**src/rtl/onewire_pkg.sv**
```systemverilog
package onewire_pkg;

  typedef enum logic [1:0] {
    OP_RESET = 2'b00,
    OP_WRITE = 2'b01,
    OP_READ  = 2'b10,
    OP_NONE  = 2'b11
  } ow_op_e;

  typedef enum logic [2:0] {
    ST_IDLE,
    ST_RST_LOW,
    ST_RST_WAIT,
    ST_RST_TAIL,
    ST_BIT_LOW,
    ST_RD_WAIT,
    ST_BIT_HIGH,
    ST_RECOV
  } ow_state_e;

  // states in which the master holds the wire low
  function automatic logic pulls_low(ow_state_e s);
    return (s == ST_RST_LOW) || (s == ST_BIT_LOW);
  endfunction

endpackage

```
**src/rtl/ow_sync.sv**
```systemverilog
module ow_sync #(
  parameter int STAGES = 2
) (
  input  logic clk,
  input  logic rst,
  input  logic d_i,
  output logic q_o
);
  logic [STAGES-1:0] chain_q;

  // reset to 1: an idle wire rests high through the pull-up
  always_ff @(posedge clk) begin
    if (rst) chain_q <= '1;
    else     chain_q <= {chain_q[STAGES-2:0], d_i};
  end

  assign q_o = chain_q[STAGES-1];
endmodule

```
**src/rtl/ow_timer.sv**
```systemverilog
module ow_timer #(
  parameter int W = 16
) (
  input  logic         clk,
  input  logic         rst,
  input  logic         load_i,
  input  logic [W-1:0] val_i,
  output logic         zero_o
);
  logic [W-1:0] cnt_q;

  always_ff @(posedge clk) begin
    if (rst)                cnt_q <= '0;
    else if (load_i)        cnt_q <= val_i;
    else if (cnt_q != '0)   cnt_q <= cnt_q - 1'b1;
  end

  assign zero_o = (cnt_q == '0);

  // once expired, the timer stays expired until reloaded (phase lengths, R1)
  assert_timer_parks_R1: assert property (@(posedge clk) disable iff (rst)
    (zero_o && !load_i) |=> zero_o);
endmodule

```
**src/rtl/ow_shifter.sv**
```systemverilog
module ow_shifter #(
  parameter int BITS = 8
) (
  input  logic            clk,
  input  logic            rst,
  input  logic            load_i,
  input  logic [BITS-1:0] load_val_i,
  input  logic            shift_i,
  input  logic            in_bit_i,
  output logic            lsb_o,
  output logic            full_o,
  output logic [BITS-1:0] data_o
);
  localparam int CW = $clog2(BITS + 1);

  logic [BITS-1:0] sr_q;
  logic [CW-1:0]   cnt_q;

  always_ff @(posedge clk) begin
    if (rst) begin
      sr_q  <= '0;
      cnt_q <= '0;
    end else if (load_i) begin
      sr_q  <= load_val_i;
      cnt_q <= '0;
    end else if (shift_i) begin
      // bits leave and arrive at the low end first
      sr_q  <= {in_bit_i, sr_q[BITS-1:1]};
      cnt_q <= cnt_q + 1'b1;
    end
  end

  assign lsb_o  = sr_q[0];
  assign full_o = (cnt_q == CW'(BITS));
  assign data_o = sr_q;

  // the sequencer never requests a ninth slot
  assert_no_overshift_R5: assert property (@(posedge clk) disable iff (rst)
    shift_i |-> !full_o);
endmodule

```
**src/rtl/onewire_master.sv**
```systemverilog
module onewire_master
  import onewire_pkg::*;
#(
  parameter int CLK_HZ         = 50_000_000,
  parameter int DATA_W         = 8,
  parameter int SYNC_STAGES    = 2,
  parameter int RST_LOW_US     = 480,
  parameter int PRES_SAMPLE_US = 60,
  parameter int PRES_TAIL_US   = 420,
  parameter int SLOT_US        = 60,
  parameter int WR1_LOW_US     = 2,
  parameter int RD_LOW_US      = 2,
  parameter int RD_SAMPLE_US   = 5,
  parameter int RECOV_US       = 5
) (
  input  logic              clk,
  input  logic              rst,
  input  logic              start_i,
  input  logic [1:0]        op_i,
  input  logic [DATA_W-1:0] wr_data_i,
  output logic              busy_o,
  output logic              done_o,
  output logic [DATA_W-1:0] rd_data_o,
  output logic              presence_o,
  output logic              bus_pull_o,
  input  logic              bus_i
);
  localparam int CYC_US      = CLK_HZ / 1_000_000;
  localparam int C_RST_LOW   = RST_LOW_US * CYC_US;
  localparam int C_PRES_SMP  = PRES_SAMPLE_US * CYC_US;
  localparam int C_PRES_TAIL = PRES_TAIL_US * CYC_US;
  localparam int C_SLOT      = SLOT_US * CYC_US;
  localparam int C_WR1_LOW   = WR1_LOW_US * CYC_US;
  localparam int C_WR1_HIGH  = (SLOT_US - WR1_LOW_US) * CYC_US;
  localparam int C_RD_LOW    = RD_LOW_US * CYC_US;
  localparam int C_RD_SMP    = RD_SAMPLE_US * CYC_US;
  localparam int C_RD_TAIL   = (SLOT_US - RD_SAMPLE_US) * CYC_US;
  localparam int C_RECOV     = RECOV_US * CYC_US;
  localparam int C_MAX_A     = (C_RST_LOW > C_PRES_TAIL) ? C_RST_LOW : C_PRES_TAIL;
  localparam int C_MAX       = (C_MAX_A > C_SLOT) ? C_MAX_A : C_SLOT;
  localparam int TW          = $clog2(C_MAX + 1);

  ow_state_e         st_q, st_d;
  ow_op_e            op_q;
  logic              rbit_q, pres_q;
  logic              busy_q, done_q, pull_q, pres_out_q;
  logic [DATA_W-1:0] rd_data_q;

  logic              bus_s;
  logic              tmo, ld;
  logic [TW-1:0]     ld_val;
  logic              sh_load, sh_shift, sh_lsb, sh_full;
  logic [DATA_W-1:0] sh_data;
  logic              fin, smp_bit, smp_pres, start_rd;

  ow_sync #(.STAGES(SYNC_STAGES)) u_sync (
    .clk(clk), .rst(rst), .d_i(bus_i), .q_o(bus_s)
  );

  ow_timer #(.W(TW)) u_timer (
    .clk(clk), .rst(rst), .load_i(ld), .val_i(ld_val), .zero_o(tmo)
  );

  ow_shifter #(.BITS(DATA_W)) u_shift (
    .clk(clk), .rst(rst), .load_i(sh_load), .load_val_i(wr_data_i),
    .shift_i(sh_shift), .in_bit_i(rbit_q), .lsb_o(sh_lsb),
    .full_o(sh_full), .data_o(sh_data)
  );

  assign start_rd = (op_i == OP_READ);

  always_comb begin
    st_d     = st_q;
    ld       = 1'b0;
    ld_val   = '0;
    sh_load  = 1'b0;
    sh_shift = 1'b0;
    fin      = 1'b0;
    smp_bit  = 1'b0;
    smp_pres = 1'b0;
    unique case (st_q)
      ST_IDLE: begin
        if (start_i) begin
          if (op_i == OP_RESET) begin
            st_d   = ST_RST_LOW;
            ld     = 1'b1;
            ld_val = TW'(C_RST_LOW - 1);
          end else if (op_i == OP_WRITE || op_i == OP_READ) begin
            st_d    = ST_BIT_LOW;
            ld      = 1'b1;
            sh_load = 1'b1;
            if (start_rd)          ld_val = TW'(C_RD_LOW - 1);
            else if (wr_data_i[0]) ld_val = TW'(C_WR1_LOW - 1);
            else                   ld_val = TW'(C_SLOT - 1);
          end
        end
      end
      ST_RST_LOW: if (tmo) begin
        st_d   = ST_RST_WAIT;
        ld     = 1'b1;
        ld_val = TW'(C_PRES_SMP - 1);
      end
      ST_RST_WAIT: if (tmo) begin
        smp_pres = 1'b1;
        st_d     = ST_RST_TAIL;
        ld       = 1'b1;
        ld_val   = TW'(C_PRES_TAIL - 1);
      end
      ST_RST_TAIL: if (tmo) begin
        st_d = ST_IDLE;
        fin  = 1'b1;
      end
      ST_BIT_LOW: if (tmo) begin
        ld = 1'b1;
        if (op_q == OP_READ) begin
          st_d   = ST_RD_WAIT;
          ld_val = TW'(C_RD_SMP - 1);
        end else if (sh_lsb) begin
          st_d   = ST_BIT_HIGH;
          ld_val = TW'(C_WR1_HIGH - 1);
        end else begin
          st_d     = ST_RECOV;
          ld_val   = TW'(C_RECOV - 1);
          sh_shift = 1'b1;
        end
      end
      ST_RD_WAIT: if (tmo) begin
        smp_bit = 1'b1;
        st_d    = ST_BIT_HIGH;
        ld      = 1'b1;
        ld_val  = TW'(C_RD_TAIL - 1);
      end
      ST_BIT_HIGH: if (tmo) begin
        st_d     = ST_RECOV;
        ld       = 1'b1;
        ld_val   = TW'(C_RECOV - 1);
        sh_shift = 1'b1;
      end
      ST_RECOV: if (tmo) begin
        if (sh_full) begin
          st_d = ST_IDLE;
          fin  = 1'b1;
        end else begin
          st_d = ST_BIT_LOW;
          ld   = 1'b1;
          if (op_q == OP_READ) ld_val = TW'(C_RD_LOW - 1);
          else if (sh_lsb)     ld_val = TW'(C_WR1_LOW - 1);
          else                 ld_val = TW'(C_SLOT - 1);
        end
      end
      default: st_d = ST_IDLE;
    endcase
  end

  always_ff @(posedge clk) begin
    if (rst) begin
      st_q       <= ST_IDLE;
      op_q       <= OP_NONE;
      rbit_q     <= 1'b0;
      pres_q     <= 1'b0;
      busy_q     <= 1'b0;
      done_q     <= 1'b0;
      pull_q     <= 1'b0;
      pres_out_q <= 1'b0;
      rd_data_q  <= '0;
    end else begin
      st_q   <= st_d;
      busy_q <= (st_d != ST_IDLE);
      done_q <= fin;
      pull_q <= pulls_low(st_d);
      if (st_q == ST_IDLE && start_i) op_q <= ow_op_e'(op_i);
      if (smp_bit)  rbit_q <= bus_s;
      if (smp_pres) pres_q <= ~bus_s;
      if (fin && op_q == OP_READ)  rd_data_q  <= sh_data;
      if (fin && op_q == OP_RESET) pres_out_q <= pres_q;
    end
  end

  assign busy_o     = busy_q;
  assign done_o     = done_q;
  assign bus_pull_o = pull_q;
  assign rd_data_o  = rd_data_q;
  assign presence_o = pres_out_q;

  assert_done_single_R9: assert property (@(posedge clk) disable iff (rst)
    done_o |=> !done_o);
  assert_busy_fall_done_R9: assert property (@(posedge clk) disable iff (rst)
    $fell(busy_o) |-> done_o);
  assert_rd_only_on_done_R9: assert property (@(posedge clk) disable iff (rst)
    !$stable(rd_data_o) |-> done_o);
  assert_pres_only_on_done_R9: assert property (@(posedge clk) disable iff (rst)
    !$stable(presence_o) |-> done_o);
  assert_idle_released_R7: assert property (@(posedge clk) disable iff (rst)
    !busy_o |-> !bus_pull_o);
  assert_start_ignored_R8: assert property (@(posedge clk) disable iff (rst)
    (busy_o && start_i) |=> $stable(op_q));
endmodule

```
**config.mk**
```make
export PLATFORM = sky130hd
export DESIGN_NAME = onewire_master
export DESIGN_NICKNAME = d
export VERILOG_FILES = /design/src/rtl/onewire_pkg.sv /design/src/rtl/ow_sync.sv /design/src/rtl/ow_timer.sv /design/src/rtl/ow_shifter.sv /design/src/rtl/onewire_master.sv
export SDC_FILE = /design/constraint.sdc
export NUM_CORES = 1
export LEC_CHECK = 0
export ABC_AREA = 1
export BUFFER_PORTS_ARGS = -buffer_cell sky130_fd_sc_hd__buf_4
export CORE_MARGIN = 1
export CORE_UTILIZATION = 59
export DETAILED_ROUTE_END_ITERATION = 10
export PLACE_DENSITY = 0.81
export SYNTH_ARGS = -nofsm -noshare
export SYNTH_HDL_FRONTEND = slang
export SYNTH_SLANG_ARGS = --single-unit
export TNS_END_PERCENT = 100
```
**constraint.sdc**
```tcl
create_clock -name clk -period 2.6 [get_ports clk]
set_clock_uncertainty 0.2 [all_clocks]
set_input_delay 0.13 -clock clk [delete_from_list [all_inputs] [get_ports clk]]
set_output_delay 0.13 -clock clk [all_outputs]
set_load 0.01 [all_outputs]
```
Yosys cells after proc, flatten, opt, wreduce, memory -nomap -nowiden
Cells that the tools add are included.

Bits in registers: 48. Bits in latches: 0. Memory bits (writable): 0. ROM bits: 0. Memories: 0.

Add/sub/neg operators: 2. Multiply operators: 0. Div/mod/pow operators: 0. $lt $le $gt $ge: 0. Equality and inequality tests: 13. Shift-type cells: 0. Multiplexer cells: 54. Bitwise gates (word level): 1. Reduce and logical (&&, ||, !) cells: 15.

Operators by type and width (number): 12-bit two-way mux (12); 15-bit case mux with 7 select lines (1); 15-bit two-way mux (5); 3-bit two-way mux (11); 8-bit two-way mux (3); 3-bit case mux with 8 select lines (1); 1-bit two-way mux (17); 3-bit equality test, second input constant (5); 15-bit logical NOT (1); 15-bit nonzero test (1); 15-bit by 1-bit subtractor with 15-bit output, second input constant (1); 3-bit by 1-bit equality test with 1-bit output, second input constant (2); 3-bit by 2-bit equality test with 1-bit output, second input constant (2); 5-bit OR reduction (1); 4-bit by 1-bit adder with 4-bit output, second input constant (1); 2-bit equality test, second input constant (2); 4-bit equality test, second input constant (1); 2-bit logical NOT (2); 1-bit case mux with 2 select lines (2); 2-bit nonzero test (2); 1-bit logical AND (3); 3-bit logical NOT (1); 1-bit case mux with 3 select lines (1); 3-bit nonzero test (1); 5 further kinds (6).

Depth between registers and ports, before layout
Gate-level depths: netlist of the first run.

Depth in word-level cells: 8. Gate-level depth with buffers: 14. Gate-level depth less buffers: 13.

By module
A second synthesis of the first run with hierarchy kept.

Cells, all modules: 417. Area total of the unflattened synthesis: 2807.7 um^2.

By module, submodules not included: onewire_master (instances 1, cells each 172, area each 1174.9 um^2); ow_timer (instances 1, cells each 144, area each 952.2 um^2); ow_shifter (instances 1, cells each 94, area each 621.8 um^2); ow_sync (instances 1, cells each 7, area each 58.8 um^2).

Least setup slack after synthesis of the first run
Ideal clock, no wire load.

Kind: flip-flop to flip-flop. Start point: register u_timer.cnt_q[0]. End point: register u_timer.cnt_q[3]. Library setup time: 0.130 ns. Arrival: 1.482 ns. Data required time: 2.270 ns. Path slack: 0.788 ns. Cell stages (with the launch flop): 13. Clock period less this slack: 1.812 ns. Cell sequence: dfxtp_1 -> inv_1 -> ha_1 -> nand2_2 -> inv_2 -> nand2_1 -> nor2_2 -> buf_6 -> nand3_1 -> nand2_4 -> nand2_1 -> nor2_1 -> nor3_2.

Longest elaborated chain between the ends: 4.

RTL lines: from (decl) (RTL line ow_timer.sv:10) `logic [W-1:0] cnt_q;`; from (signal assigned) (RTL line ow_timer.sv:14) `else if (load_i) cnt_q <= val_i;`; from (signal assigned) (RTL line ow_timer.sv:15) `else if (cnt_q != '0) cnt_q <= cnt_q - 1'b1;`; parallel branches: the longest is 4 deep, another holds 15-bit by 1-bit subtractor with 15-bit output.

Several ways; the timed one is not identified. The select of a mux whose other input is x is not followed. A chain may end at the register's enable or synchronous reset.

Worst setup path in the final report of the first run
Start point: register u_timer.cnt_q[0]. End point: register rd_data_q[2], in the netlist rd_data_o[2].

Longest elaborated chain between the ends: 4.

RTL lines: 15-bit logical NOT * (RTL line ow_timer.sv:18) `assign zero_o = (cnt_q == '0);`; 1-bit two-way mux, on equally long branches (RTL line onewire_master.sv:139, onewire_master.sv:109); 1-bit case mux with 2 select lines * (RTL line onewire_master.sv:81) `unique case (st_q)`; 1-bit logical AND * (RTL line onewire_master.sv:174) `if (fin && op_q == OP_READ) rd_data_q <= sh_data;`; to (signal assigned) (RTL line onewire_master.sv:174); to (decl) (RTL line onewire_master.sv:47) `logic [DATA_W-1:0] rd_data_q;`.

Every way passes the cells marked *; elsewhere a longest branch is shown, timed or not.

==> impl_metrics.json, run 1 <==
{
  "status": "finished, final reports clean",
  "p_leak_uw": 0.00152,
  "syn2layout_area_growth_pct": 14.7,
  "track_usage_pct": 29.6,
  "peakVddDrop_mv": 0.428,
  "fin_ws_ps": 245,
  "drive_gt1_share_pct": 17.7,
  "synthesis.nets": 435,
  "power_density_nw_per_um2": 683,
  "die_h_um": 71.3,
  "core-area_um2": 4470,
  "cts.sinks": 48,
  "max_freq_mhz": 425,
  "cts_made_buffers": 5,
  "crit_chain": "inv_1 -> ha_1 -> nand2_2 -> inv_2 -> nand2_1 -> nor2_2 -> nand3b_2 -> nor2_2 -> o21ai_0 -> a21oi_1",
  "crit_slowest_cell": "nor2_2",
  "insertedDiodeCount": 0,
  "vias": 2746,
  "clk_latency_ps": 300,
  "cpMostUsedCell": "nor2_2",
  "syn_avg_cell_area_um2": 6.83,
  "gp_congestion": 0.962,
  "ys_seq_area_share_pct": 33.9,
  "cp.buffers_inverters": 2,
  "h-tree-depth": 2,
  "crit_arrival_ps": 2390,
  "initial_core_util_pct": 63.4,
  "drv_cap": 0,
  "critPathKind": "reg -> reg",
  "synth_top_area_cell": "dfxtp_1",
  "path_delay_family": "simple AND/OR/NAND/NOR gates",
  "cts_tree": "built",
  "clk_pin_slew_worst_paths_ps": 90,
  "slew_viol_final": 0,
  "drc_errors": 0,
  "grt_overflow_total": 0,
  "drt_iter0_drc": 213,
  "critPathMaxStageDelay_ps": 370,
  "post-dp-hpwl_um": 5130,
  "grt_pass1_vias": 2537,
  "fin_nets": 471,
  "port_buffers": 25,
  "ys_types": 41,
  "clock_path_buffers": 2,
  "tns_ps": 0,
  "max_slew_margin_pct": 66.5,
  "ant_nets": 0,
  "rows": 24,
  "timing.final.crit_period_ps": 2360,
  "grt_first_pass_wirelength_um": 11800,
  "fin_crit_sh_pct": 90.6,
  "cp.required_ps": 2630,
  "io_pins": 26,
  "cp-start-kind": "flip-flop",
  "root_buffer": "clkbuf_8",
  "syn_area_um2": 2840,
  "syn_inst": 415,
  "firstDrtPassIters": 5,
  "synth_top_area_share_pct": 33.9,
  "synth-seq-cells": 48,
  "vias_per_cell": 5.45,
  "wirelength_um": 6950,
  "die_w_um": 71.3,
  "nFillCells": 386,
  "multi_input_area_um2": 1590,
  "antenna_found_initial": 0,
  "dieArea_um2": 5090,
  "regArea_um2": 961,
  "pre_cts_ws_ps": 266,
  "wl_per_cell_um": 13.8,
  "yosysWarnings": 0,
  "finalHoldViolCount": 0,
  "setup_viol": 0,
  "synth_area_leaders": "dfxtp_1 (34%), nand2_1 (12%), nor2_1 (8.3%)",
  "rsz0062_at_grt": "no",
  "grt_max_degree": 20,
  "hold_class": "in -> reg",
  "crit_fanout": 11,
  "tightest_slew_ps": 501,
  "cp-end-kind": "flip-flop"
}
[kinds of logic (layout without fill, tap and decap cells)]
kind of cell / after synthesis / after routing / synth area share (%)
simple gates: 218 / 218 / 37.0
buf+inv: 68 / 105 / 10.1
compound gates: 65 / 65 / 13.3
flops: 48 / 48 / 33.9
xor+xnor: 10 / 10 / 3.09
fa+ha+maj: 6 / 6 / 2.65
[where the power goes]
group / internal (uW) / switching, uW
clock network: 286 / 246
logic: 280 / 526
registers: 814 / 70.4
total: 1380 / 843
[flip-flops by register name, indices dropped and copies added (netlist names)]
| register | cells |
|---|---|
| bus_pull_o | 1 |
| busy_o | 1 |
| done_o | 1 |
| op_q | 2 |
| pres_q | 1 |
| presence_o | 1 |
| rbit_q | 1 |
| rd_data_o | 8 |
| st_q | 3 |
| u_shift.cnt_q | 4 |
| u_shift.data_o | 8 |
| u_sync.chain_q | 2 |
| u_timer.cnt_q | 15 |
[layout by cell type (no fill, tap or decap), types with 6 or more instances in the layout]
cell type | netlist | final
inv_2 | 12 | 12
ha_1 | 6 | 6
nor3_1 | 9 | 9
nand2_1 | 89 | 89
nand3_1 | 16 | 16
nor2_1 | 63 | 63
nor2_2 | 6 | 6
buf_4 | 1 | 26
inv_1 | 47 | 47
dfxtp_1 | 48 | 48
nand2_2 | 7 | 7
xor2_1 | 8 | 8
o21ai_0 | 23 | 23
a21oi_1 | 29 | 29
dlygate4sd3_1 | 0 | 11
[through the flow]
step	area [um2]	hold slack, ps	utilization [%]	power (uW)	instances
final	3250	16.8	72.7	2220	504
after detailed placement	3040	125	67.9	1680	485
after global routing	3250	67.6	72.7	2380	504
after CTS	3250	8.70	72.7	2220	504
after global placement	3040	115	67.9	1670	485
after floorplan	2840	33.8	-	1520	415
[per-layer routing]
metal | vias up | GRT usage [%] | wire, um | part of all wire [%]
met1 | 1250 | 37.1 | 3020 | 43
met2 | 90 | 49.7 | 3410 | 49
met5 | - | 0 | 0 | 0
li1 | 1388 | - | - | -
met3 | 18 | 5.91 | 366 | 5.3
met4 | 0 | 12.4 | 160 | 2.3
[area by class of cell]
cell class	count	share of cell area (%)
Multi-Input combinational cell	299	48.9
Sequential cell	48	29.5
Inverter	60	6.92
Tap cell	52	2.00
Timing Repair Buffer	37	9.38
Clock buffer	6	2.23
Clock inverter	2	1.08
[path summary, 6_finish.rpt]
check / cells after the start / startpoint / slack, ps / to
max: 10 / u_timer.cnt_q[0]$_SDFFE_PP0P_ / 240 / rd_data_o[2]$_SDFFE_PP0P_
min: 5 / wr_data_i[1] / 20 / u_shift.data_o[1]$_SDFFE_PP0P_
max reg2reg: 10 / u_timer.cnt_q[0]$_SDFFE_PP0P_ / 240 / rd_data_o[2]$_SDFFE_PP0P_
min reg2reg: 1 / u_sync.chain_q[0]$_SDFF_PP1_ / 220 / u_sync.chain_q[1]$_SDFF_PP1_
[synthesized netlist by cell type (all sizes together)]
cell,instances
a211oi,1
a21oi,30
buf,4
clkbuf,4
clkinv,1
dfxtp,48
ha,6
inv,59
nand2,100
nand3,17
nand3b,5
nand4,5
nor2,75
nor3,12
nor4,1
o2111ai,2
o211ai,3
o21a,1
o21ai,27
o22ai,1
or2,3
xnor2,2
xor2,8
[timing repair]
item                                   in CTS  in global routing
endpoints found under the hold margin      19                  0
hold buffers                               11                  0
gates resized for setup                     0                  0
setup buffers                               0                  0
[tightest hold or removal path: stages]
cell and delay [ps]:
buf_4 100, nand2_1 50, o21ai_0 70, nand2_1 60
a21oi_1 60
Power figures use the tool's default switching activity.
==> inputs of run 2 (changes only) <==
--- a/config.mk
+++ b/config.mk
@@ -8,9 +8,9 @@
 export ABC_AREA = 1
 export BUFFER_PORTS_ARGS = -buffer_cell sky130_fd_sc_hd__buf_4
 export CORE_MARGIN = 1
-export CORE_UTILIZATION = 59
+export CORE_UTILIZATION = 54
 export DETAILED_ROUTE_END_ITERATION = 10
-export PLACE_DENSITY = 0.81
+export PLACE_DENSITY = 0.78
 export SYNTH_ARGS = -nofsm -noshare
 export SYNTH_HDL_FRONTEND = slang
 export SYNTH_SLANG_ARGS = --single-unit
==> constraint.sdc (replaced) <==
create_clock -name clk -period 1.98 [get_ports clk]
set_clock_uncertainty 0.2 [all_clocks]
set_input_delay 0.099 -clock clk [delete_from_list [all_inputs] [get_ports clk]]
set_output_delay 0.099 -clock clk [all_outputs]
set_load 0.01 [all_outputs]
==> run 2 against run 1 <==
Effect of this change:
- critical path depth rose by 2
- sequential share of layout area fell by 2.8 points
- sequential power rose by 32%
- clock power rose by 17%
- routed wire length rose by 11%
- flip-flop and latch count did not move
- via count rose by 6.7%
- worst setup slack got worse by 200 ps
- critical endpoint is now u_timer.cnt_q[4]$_SDFFE_PP0P_
- largest power group is now combinational logic
==> impl_metrics.json, run 2 (synthesis gave the netlist of run 1 again) <==
{
  "status": "finished, final reports clean",
  "final_util_pct": 71.3,
  "p_leak_uw": 0.00171,
  "drv_cap": 0,
  "hold_class": "in -> reg",
  "post-dp-hpwl_um": 5370,
  "regMostFlops": "u_timer.cnt_q",
  "critPathMaxStageDelay_ps": 530,
  "cp-end-kind": "flip-flop",
  "io_pins": 26,
  "p_switching_uw": 1230,
  "clock_path_buffers": 2,
  "drt_iter0_drc": 234,
  "final_common_cell": "nand2_1",
  "regToRegStartpoint": "u_timer.cnt_q[12]$_SDFFE_PP0P_",
  "core-area_um2": 5070,
  "setup_viol": 0,
  "track_usage_pct": 27.8,
  "cts.sinks": 48,
  "slew_viol_final": 0,
  "crit_fanout": 4,
  "tightest_slew_ps": 532,
  "drc_errors": 0,
  "fin_nets": 500,
  "rows": 26,
  "initial_core_util_pct": 55.9,
  "intPower_uw": 1870,
  "layout_common_cells": "nand2_1 (88), nor2_1 (60), buf_4 (49)",
  "gp_congestion": 1.02,
  "seq_power_share_pct": 37.8,
  "peakVddDrop_mv": 0.538,
  "port_buffers": 25,
  "critPathKind": "in -> reg",
  "clk_pin_slew_worst_paths_ps": 90,
  "cp-start-kind": "input pin",
  "die_w_um": 74.5,
  "grt_pass1_vias": 2588,
  "holdCritStartpoint": "start_i",
  "cp.required_ps": 1980,
  "ant_nets": 0,
  "timing.final.crit_period_ps": 1940,
  "clk_latency_ps": 300,
  "p_clk_share_pct": 20.1,
  "syn2layout_area_growth_pct": 27.5,
  "power_uw": 3090,
  "power_density_nw_per_um2": 856,
  "drive_gt1_share_pct": 28.3,
  "vias_per_cell": 5.32,
  "insertedDiodeCount": 0,
  "reg2reg_slack_ps": 60,
  "swShare_pct": 39.6,
  "tns_ps": 0,
  "wirelength_um": 7720,
  "grt_first_pass_wirelength_um": 11700,
  "grt_max_degree": 20,
  "max_freq_mhz": 517,
  "largest_reg_flops": 15,
  "cts_tree": "built",
  "crit_arrival_ps": 1930,
  "firstDrtPassIters": 4,
  "fin_crit_sh_pct": 97.8,
  "die_h_um": 74.5,
  "wl_per_cell_um": 14.0,
  "max_slew_margin_pct": 64.5,
  "place_inst": 518,
  "vias": 2929,
  "h-tree-depth": 2,
  "crit_start": "op_i[1]",
  "finalHoldViolCount": 0,
  "grt_overflow_total": 0,
  "cp.buffers_inverters": 4,
  "crit_slowest_cell": "dlygate4sd3_1",
  "finalNonFillerCells": 551,
  "p_comb_share_pct": 42.1,
  "dieArea_um2": 5550,
  "root_buffer": "clkbuf_8",
  "path_delay_family": "buffers and inverters",
  "antenna_found_initial": 0,
  "cts_made_buffers": 5,
  "crit_chain": "dlygate4sd3_1 -> buf_4 -> inv_1 -> ha_1 -> inv_1 -> nor2_1 -> o21ai_2 -> nand2_1 -> nor3_1 -> nand3b_1 -> nand2_1 -> nor2_1"
}
==> run 2: tightest hold or removal path, stage by stage <==
cell and delay, ps:
buf_4 110, nand2_1 100, o21ai_2 80, inv_2 70
nand2_1 50, nand2_1 60, nor2_1 40
==> run 2: power by group through the flow <==
stage | logic [uW] | clock network, uW | registers, uW
after floorplan | 836 | 0 | 1160
after global placement | 1080 | 0 | 1180
after detailed placement | 1110 | 0 | 1180
after CTS | 1150 | 631 | 1160
after global routing | 1420 | 674 | 1180
final | 1300 | 622 | 1170
==> run 2: layer usage <==
layer  routed length, um  GRT usage (%)  vias to the layer above
met5                   0              0                        -
met4                 144           9.85                        0
met3                 406           5.01                       16
met2                3770           46.2                      109
met1                3400           36.1                     1354
li1                    -              -                     1450
==> run 2: area by class of cell <==
class,instances,area (um2)
fill,429,1460
clock inverter,2,15.0
tap,70,87.6
clock buffer,6,82.6
timing repair buffer,66,541
multi-input combinational,299,1690
inverter,60,230
sequential,48,966
==> run 2: through the flow <==
step	worst slack, ps	cell area (um2)	hold slack (ps)
2_1_floorplan	168	2840	2.81
3_3_place_gp	-8.97	3180	90.9
3_5_place_dp	-42.5	3180	88.2
4_1_cts	7.34	3430	57.1
5_1_grt	-47.8	3620	150
6_report	44.1	3620	130
==> run 2: what timing repair did <==
item	in CTS	in global routing
gates resized for setup	5	37
endpoints found under the hold margin	20	0
buffers inserted	2	9
setup endpoints to repair	6	37
gates cloned	0	2
pin swaps	1	18
hold buffers	12	0
==> run 2: worst paths after layout <==
| check | end | cells past startpoint |
|---|---|---|
| worst min-delay path | u_timer.cnt_q[7]$_SDFFE_PP0P_ | 7 |
| worst max-delay path | u_timer.cnt_q[4]$_SDFFE_PP0P_ | 12 |
| worst max register to register | u_timer.cnt_q[2]$_SDFFE_PP0P_ | 9 |
| worst min register to register | u_sync.chain_q[1]$_SDFF_PP1_ | 1 |
==> inputs of run 3 (changes only) <==
--- a/config.mk
+++ b/config.mk
@@ -7,9 +7,11 @@
 export LEC_CHECK = 0
 export ABC_AREA = 1
 export BUFFER_PORTS_ARGS = -buffer_cell sky130_fd_sc_hd__buf_4
+export CAP_MARGIN = 20
 export CORE_MARGIN = 1
 export CORE_UTILIZATION = 54
 export DETAILED_ROUTE_END_ITERATION = 10
+export GPL_TIMING_DRIVEN = 0
 export PLACE_DENSITY = 0.78
 export SYNTH_ARGS = -nofsm -noshare
 export SYNTH_HDL_FRONTEND = slang
==> run 3 against run 2 <==
Effect of this change:
- combinational power rose by 6%
- die area did not move
- via count shrank 0.68%
- largest power group unchanged
==> impl_metrics.json, run 3 (synthesis gave the netlist of run 1 again) <==
{
  "status": "finished, final reports clean",
  "rows": 26,
  "cts.sinks": 48,
  "dieArea_um2": 5550,
  "die_w_um": 74.5,
  "cp-end-kind": "flip-flop",
  "drt_iter0_drc": 229,
  "final_common_cell": "nand2_1",
  "max_freq_mhz": 506,
  "hold_class": "in -> reg",
  "fin_crit_sh_pct": 99.8,
  "regToRegStartpoint": "u_timer.cnt_q[4]$_SDFFE_PP0P_",
  "reg2reg_slack_ps": 5,
  "syn2layout_area_growth_pct": 29.8,
  "port_buffers": 24,
  "power_density_nw_per_um2": 893,
  "drive_gt1_share_pct": 29.9,
  "initial_core_util_pct": 55.9,
  "core-area_um2": 5070,
  "cp.buffers_inverters": 3,
  "wl_per_cell_um": 13.8,
  "pre_cts_ws_ps": -234,
  "die_h_um": 74.5,
  "critPathMaxStageDelay_ps": 350,
  "cpMostUsedCell": "nand2_1",
  "r2r_end": "u_shift.cnt_q[2]$_SDFFE_PP0P_",
  "setup_viol": 0,
  "holdPathStages": 2,
  "insertedDiodeCount": 0,
  "vias_per_cell": 5.27,
  "reg2reg_depth": 12,
  "finalNonFillerCells": 552,
  "finalHoldViolCount": 0,
  "timing.final.crit_period_ps": 1980,
  "track_usage_pct": 28.4,
  "io_pins": 26,
  "min_to": "u_shift.data_o[1]$_SDFFE_PP0P_",
  "wirelength_um": 7600,
  "crit_arrival_ps": 2030,
  "drc_errors": 0,
  "clk_pin_slew_worst_paths_ps": 100,
  "max_slew_margin_pct": 60.4,
  "fin_nets": 501,
  "grt_max_degree": 17,
  "crit_fanout": 6,
  "root_buffer": "clkbuf_8",
  "cts_made_buffers": 5,
  "gp_congestion": 0.927,
  "cp-start-kind": "flip-flop",
  "clk_latency_ps": 310,
  "layout_common_cells": "nand2_1 (82), nor2_1 (58), buf_4 (44)",
  "crit_start": "u_timer.cnt_q[4]$_SDFFE_PP0P_",
  "cp.required_ps": 2030,
  "crit_chain": "nor2_1 -> nand2_2 -> nor2_4 -> nand2_2 -> inv_2 -> o211ai_4 -> buf_12 -> inv_2 -> nand2_1 -> nand2_1 -> nand2_1 -> nor2_1",
  "path_delay_family": "simple AND/OR/NAND/NOR gates",
  "largest_reg_flops": 15,
  "vias": 2909,
  "post-dp-hpwl_um": 5140,
  "drv_cap": 0,
  "ant_nets": 0,
  "p_leak_uw": 0.00173,
  "regMostFlops": "u_timer.cnt_q",
  "grt_pass1_vias": 2591,
  "grt_overflow_total": 0,
  "h-tree-depth": 2,
  "antenna_found_initial": 0,
  "fin_ws_ps": 4.58,
  "peakVddDrop_mv": 0.585,
  "grt_first_pass_wirelength_um": 11900,
  "crit_slowest_cell": "dfxtp_1",
  "cts_tree": "built",
  "slew_viol_final": 0,
  "critPathKind": "reg -> reg",
  "rsz0062_at_grt": "yes",
  "place_inst": 509,
  "holdCritStartpoint": "rst",
  "tightest_slew_ps": 594,
  "firstDrtPassIters": 4,
  "clock_path_buffers": 2
}
## run 3: cell count changes in the layout (fill, tap and decap cells not counted), sizes merged
cell / change
clkbuf: +3
buf: -2
clkinv: +2
bufinv: +1
clkinvlp: -1
dlygate4sd3: -1
inv: -1
## run 3: how the worst max path moves through the flow
stage / end / slack (ps) / depth (start not counted)
after detailed placement: u_timer.cnt_q[5]$_SDFFE_PP0P_ / -230 / 14
after floorplan: u_timer.cnt_q[3]$_SDFFE_PP0P_ / 170 / 12
after global placement: u_timer.cnt_q[5]$_SDFFE_PP0P_ / -240 / 14
after CTS: u_timer.cnt_q[6]$_SDFFE_PP0P_ / 1 / 13
final: u_shift.cnt_q[2]$_SDFFE_PP0P_ / 5 / 12
after global routing: u_timer.cnt_q[5]$_SDFFE_PP0P_ / -140 / 13
## run 3: report_power, final
group          internal, uW  leakage, uW  switching (uW)
Sequential             1070     0.000395            92.9
Combinational           561      0.00128             822
Clock                   381    0.0000583             359
Total                  2020      0.00173            1270
## run 3: per-stage QoR
| stage | hold slack [ps] | utilization (%) | total power (uW) | TNS (ps) | cell area [um2] |
|---|---|---|---|---|---|
| floorplan | 2.81 | - | 2000 | 0 | 2840 |
| global placement | 95.7 | 61.2 | 2210 | -1510 | 3100 |
| detailed placement | 94.1 | 61.2 | 2230 | -1410 | 3100 |
| CTS | 45.8 | 68.6 | 3110 | 0 | 3480 |
| global route | 119 | 72.6 | 3460 | -1610 | 3680 |
| finish | 66.3 | 72.6 | 3290 | 0 | 3680 |
## run 3: layout make-up
cell class              count  area [um2]
multi-input cells         299        1710
repair buffers             59         503
inverters                  60         229
clock buffers               5        68.8
well taps                  70        87.6
clock inverters             3        47.5
plain buffers               8        63.8
fillers                   432        1390
flip-flops and latches     48         971
## run 3: repair_timing
action,4_1_cts,5_1_grt
pin swaps,6,18
setup buffers,11,13
cloned,0,0
hold buffers,11,0
gates resized for setup,18,32
setup endpoints to repair,30,30
hold endpoints to repair,11,0
## run 3: per-layer routing
metal	up-vias	track usage [%]	wire, um
met5	-	0	0
met3	15	5.28	381
met1	1349	36.7	3330
li1	1455	-	-
met4	0	10.1	149
met2	90	47.2	3740
